`src/rtl/alu4.sv`:
```
module alu4 #(
  parameter int W = 4
) (
  input  logic [W-1:0] a,
  input  logic [W-1:0] b,
  input  logic [2:0]   sel,
  output logic [W-1:0] r,
  output logic         carry,
  output logic         ovf
);
  localparam int M = W - 1;

  logic [W-1:0] x, y, lres;
  logic         cin, arith;
  logic [W:0]   sum;

  // one shared adder: each arithmetic code chooses its adder inputs
  always_comb begin
    x = a; y = b; cin = 1'b0;
    case (sel)
      3'd0:    begin x = a;  y = b;         cin = 1'b0; end
      3'd1:    begin x = a;  y = ~b;        cin = 1'b1; end
      3'd2:    begin x = b;  y = '0;        cin = 1'b1; end
      3'd3:    begin x = b;  y = '1;        cin = 1'b0; end
      3'd4:    begin x = ~a; y = '0;        cin = 1'b1; end
      default: begin x = '0; y = '0;        cin = 1'b0; end
    endcase
  end

  always_comb begin
    case (sel[1:0])
      2'b01:   lres = ~a;
      2'b10:   lres = a | b;
      2'b11:   lres = a & b;
      default: lres = '0;
    endcase
  end

  assign sum   = {1'b0, x} + {1'b0, y} + {{W{1'b0}}, cin};
  assign arith = ~sel[2] | (sel[1:0] == 2'b00);
  assign r     = arith ? sum[W-1:0] : lres;
  assign carry = arith & sum[W];
  assign ovf   = arith & (x[M] == y[M]) & (sum[M] != x[M]);

  always_comb begin
    if (sel == 3'd0)
      p_add_inverse_r1: assert ((r - b) == a) else $error("R1 add result");
    if (sel == 3'd1)
      p_sub_inverse_r2: assert ((r + b) == a) else $error("R2 sub result");
    if (sel == 3'd4)
      p_neg_cancels_r4: assert ((r + a) == '0) else $error("R4 negate result");
    if (sel >= 3'd5)
      p_no_flags_r6: assert (!carry && !ovf) else $error("R6 flags on bitwise op");
    if (sel == 3'd0 && ovf)
      p_add_ovf_sign_r7: assert (a[M] == b[M] && r[M] != a[M]) else $error("R7 add overflow");
    if (sel == 3'd4 && ovf)
      p_neg_ovf_min_r10: assert (a == {1'b1, {M{1'b0}}}) else $error("R10 negate overflow");
  end
endmodule

```
`config.mk`:
```
export PLATFORM = sky130hd
export DESIGN_NAME = alu4
export DESIGN_NICKNAME = d
export VERILOG_FILES = /design/src/rtl/alu4.sv
export SDC_FILE = /design/constraint.sdc
export NUM_CORES = 1
export LEC_CHECK = 0
export ABC_AREA = 1
export BUFFER_PORTS_ARGS = -buffer_cell sky130_fd_sc_hd__buf_4
export CAP_MARGIN = 20
export CELL_PAD_IN_SITES_DETAIL_PLACEMENT = 0
export CELL_PAD_IN_SITES_GLOBAL_PLACEMENT = 1
export CORE_UTILIZATION = 25
export DETAILED_ROUTE_END_ITERATION = 10
export GPL_TIMING_DRIVEN = 0
export PLACE_DENSITY = 0.68
export SETUP_SLACK_MARGIN = 0.05
export SLEW_MARGIN = 20
export SYNTH_ARGS = -nofsm -noshare
export SYNTH_HDL_FRONTEND = slang
export SYNTH_SLANG_ARGS = --single-unit
```
`constraint.sdc`:
```
create_clock -name vclk -period 2.74
set_clock_uncertainty 0.1 [all_clocks]
set_input_delay 0.274 -clock vclk [all_inputs]
set_output_delay 0.274 -clock vclk [all_outputs]
set_load 0.01 [all_outputs]
```
Word-level counts from Yosys, hierarchy flattened
Cells that the tools add are included.
Storage, ports and cells
  register bits: 0
  bits in latches: 0
  bits in writable memories: 0
  memory bits (read-only): 0
  bits of input ports: 11
  output and inout port bits: 6
  memories kept: 0
Operators by class
  add/subtract/negate cells: 2
  multiply operators: 0
  div/mod/pow operators: 0
  order comparisons: 0
  equality and inequality tests: 9
  shift-type cells: 0
  multiplexer cells: 5
  bitwise operators: 9
  reduce and logical (&&, ||, !) cells: 5
Operators by type and width (count)
  $pmux W4 S3: 3
  $not A4 Y4: 2
  $eq A3 B2 Y1 const B: 2
  $add A4 B4 Y5: 1
  $add A5 B1 Y5: 1
  $and A4 B4 Y4: 1
  $eq A2 B2 Y1 const B: 2
  $mux W4: 1
  $or A4 B4 Y4: 1
  $reduce_or A2 Y1: 2
  $and A1 B1 Y1: 3
  $eq A3 B1 Y1 const B: 1
  $eq A3 B3 Y1 const B: 1
  $logic_not A3 Y1: 1
  $reduce_or A3 Y1: 1
  $eq A2 B1 Y1 const B: 1
  $logic_not A2 Y1: 1
  $eq A1 B1 Y1: 1
  $mux W1: 1
  $ne A1 B1 Y1: 1
  $not A1 Y1: 1
  $or A1 B1 Y1: 1

Longest topological paths before layout
  word-level depth: 7
  gate-level depth with buffers: 13
  mapped depth without buffers: 12

Worst setup path before layout
Ideal clock, no wire load.
  kind: in2out
  start point: in sel[0]
  end point: out r[2]
  data arrival time: 1.836 ns
  required time: 2.366 ns
  path slack: 0.530 ns
  stages: 11
  path buffers: 1
  cell sequence: buf_4 -> xnor2_2 -> o21ai_0 -> fa_1 -> inv_1 -> fa_1 -> nand2_1 -> inv_1 -> nor2_1 -> nor2_1 -> a21oi_1
Between the ends
  word-level cells in the longest chain between the ends: 6
  elaborated cells between the ends (all ways): 20
Ends and longest elaborated chain
  start, declared: line 6  | input logic [2:0] sel,
  $eq A3 B2 Y1, or another cell as far along: line 20  | case (sel)
  $reduce_or A2 Y1 (no source line)
  $pmux W4 S3: line 20
  $add A4 B4 Y5: line 39  | assign sum = {1'b0, x} + {1'b0, y} + {{W{1'b0}}, cin};
  $add A5 B1 Y5: line 39
  $mux W4 *: line 41  | assign r = arith ? sum[W-1:0] : lres;
  end, declared: line 7  | output logic [W-1:0] r,
Every way passes the cells marked *; elsewhere a longest branch is shown, timed or not.

Worst setup path in the final report
  start point: in sel[0]
  end point: out r[1]
Same word-level chain as after synthesis.

==> metrics.cfg <==
[run_status]
status = completed

[route]
route.detailed.vias_per_inst = 4.57
postRouteWirelength_um = 1480
drt.antenna.violating_nets = 0
routed_wire_length_per_instance_um = 10.6
dr.first_iter.drc_count = 8
vias = 640
drcViolationCount = 0
firstDrtPassIters = 3

[sta]
timing.setup.tns_ns = 0
worstMarginPinSlew_ns = 0.381
final_max_slew_viol_count = 0
maxClockFrequency_mhz = 400
setup-violations-final = 0
period_share = 0.912
timing.max_slew.rel_slack = 0.744
post-route-min-period_ns = 2.50
report.final.hold_viol_count = 0
grt_setup_unrepaired = no

[hold_path]
holdCritStartpoint = a[3]
hold-path-endpoint = r[3]
min-delay-path-class = primary input to output port
hold_depth = 5

[critical_path]
required_ns = 2.37
critPathSlowestCell = fa_1
arrival_ns = 2.12
timing.critical_path.mode_cell = buf_4
cp-end-kind = output port
cp_cell_sequence = buf_4 -> buf_4 -> xnor2_2 -> o21ai_1 -> fa_1 -> inv_1 -> fa_1 -> nor2_1 -> a21oi_1 -> buf_4
crit_path_max_fanout = 10
timing.setup.critical_path_class = primary input to output port
worst_setup_path_start_kind = primary input
slowest_delay_ns = 0.43

[power]
sw_frac_of_total = 0.555
power_per_cell_area_nw_per_um2 = 202
p_sw_mw = 0.0798
p_total_mw = 0.144
comb_power_share = 1.000
vdd_drop_max_v = 0.0000831
cellLeakagePower_nw = 0.379
sequentialPowerShare = 0
clkPwrFrac = 0
p_int_mw = 0.0641

[layout]
post_route_cells_drive_above_1_share = 0.248
postLayoutCellArea_um2 = 711
n_antenna_cell = 0
flow.area_growth_from_synthesis_pct = 28.5
clock_buffers = 0
sequential_area_um2 = 0
nFlopsAndLatches = 0
post_layout_nonfiller_instances = 140
nNetsFinal = 131

[floorplan]
design.core.area_um2 = 2020
die-width_um = 49.0
fp-row-count = 16
fp.dieArea_um2 = 2400
chipHeight_um = 49.0
initial_utilization = 0.274
number_of_top_level_pins = 17

[clocking]
cts.repair.resized = 0
post-cts-setup-buffer-count = 0
hold_buffers = 0

[global_route]
grt_max_degree = 11
vias_in_the_first_global_route = 616
global_route.usage.total = 0.134
grt_first_pass_wirelength_um = 2640
grt_overflow = 0
grt_antenna_before_repair = 0

[synth]
syn_area_per_cell_um2 = 5.70
synthesis.area_um2 = 553
synth.net_count = 113
synth_largest_area_cell = nand2_1
synthesis.yosys.warnings = 0
synth.area.top_cells = nand2_1 (15%), inv_1 (12%), a21oi_1 (12%)
postSynthCellCount = 97
proportion_of_synthesized_chip_area_in_sequential_cells = 0
netlist.area_leader.share = 0.149
synth_cell_type_count = 21

[flow_run]
maxCapViolCount = 0

[placed_design]
dpl_cell_area_um2 = 707
place.port_buffers = 16
place.detailed.hpwl_um = 1230
globalplace.congestion = 0.846
dp_cells = 140

-- worst max path at each step --
stage            to  depth (start not counted)   start  slack (ns)
3_5_place_dp   r[1]                         10  sel[0]        0.20
4_1_cts        r[2]                         13  sel[0]        0.19
2_1_floorplan  r[2]                         11  sel[0]        0.53
3_3_place_gp   r[1]                         10  sel[0]        0.20
6_report       r[1]                         10  sel[0]        0.24
5_1_grt        r[2]                         13  sel[0]        0.06
-- power groups by stage --
stage          combinational (mW)  sequential, mW  clock, mW
5_1_grt                     0.165               0          0
6_report                    0.144               0          0
4_1_cts                     0.144               0          0
3_3_place_gp                0.143               0          0
3_5_place_dp                0.144               0          0
2_1_floorplan              0.0916               0          0
-- cell usage in the layout, fill, tap and decap left out --
cell | Yosys | routed
nand2_1 | 22 | 22
nand3_2 | 2 | 2
o211ai_1 | 2 | 2
nor2_2 | 1 | 1
inv_1 | 18 | 18
nor2_4 | 1 | 1
xnor2_2 | 1 | 1
nand3_4 | 1 | 1
buf_6 | 2 | 2
nor2_1 | 6 | 6
nand3_1 | 5 | 5
a21oi_2 | 0 | 1
inv_6 | 1 | 1
nor3_1 | 4 | 4
o22ai_1 | 1 | 1
ha_1 | 3 | 3
inv_2 | 1 | 1
o221ai_1 | 2 | 2
fa_1 | 2 | 2
buf_4 | 1 | 17
o21ai_0 | 8 | 7
o21ai_1 | 0 | 1
a21oi_1 | 13 | 12
-- synth_stat cells --
| cell | instances |
|---|---|
| a21oi_1 | 13 |
| ha_1 | 3 |
| nor2_2 | 1 |
| o211ai_1 | 2 |
| inv_2 | 1 |
| inv_6 | 1 |
| buf_6 | 2 |
| o22ai_1 | 1 |
| o221ai_1 | 2 |
| o21ai_0 | 8 |
| nand3_2 | 2 |
| nand2_1 | 22 |
| nor2_4 | 1 |
| nand3_1 | 5 |
| xnor2_2 | 1 |
| inv_1 | 18 |
| fa_1 | 2 |
| nor2_1 | 6 |
| nor3_1 | 4 |
| nand3_4 | 1 |
| buf_4 | 1 |
-- critical path, delay by kind of cell --
family                     cells  cell delay [ns]
adders and majority gates      2             0.84
and+or+nand+nor                1             0.11
AOI/OAI and AO/OA              2             0.16
buffers and inverters          4             0.54
xor gates and xnor gates       1             0.20
-- kinds of logic after synthesis --
kind of cell	after synthesis	synth area share
AOI/OAI and AO/OA	26	0.260
xor gates and xnor gates	1	0.0294
adders and majority gates	5	0.140
buffers and inverters	23	0.199
and+or+nand+nor	42	0.371
-- final cells by class --
class,instances,area (µm²)
Multi-Input combinational cell,74,447
Timing Repair Buffer,16,120
Inverter,20,80.1
Tap cell,27,33.8
Buffer,3,30.0
Fill cell,245,1310
-- per-stage QoR --
step | util | worst slack, ns | hold slack [ns]
floorplan | - | 0.530 | 0.633
global placement | 0.350 | 0.199 | 0.846
detailed placement | 0.350 | 0.203 | 0.841
CTS | 0.350 | 0.190 | 0.844
global route | 0.351 | 0.0584 | 0.900
finish | 0.351 | 0.242 | 0.842
-- per-layer routing --
layer | vias to the layer above | part of all wire | track usage
li1 | 351 | - | -
met1 | 281 | 0.53 | 0.196
met2 | 8 | 0.46 | 0.231
met3 | 0 | 0.011 | 0
met4 | 0 | 0 | 0
met5 | - | 0 | 0
(Power assumes the default switching activity.)
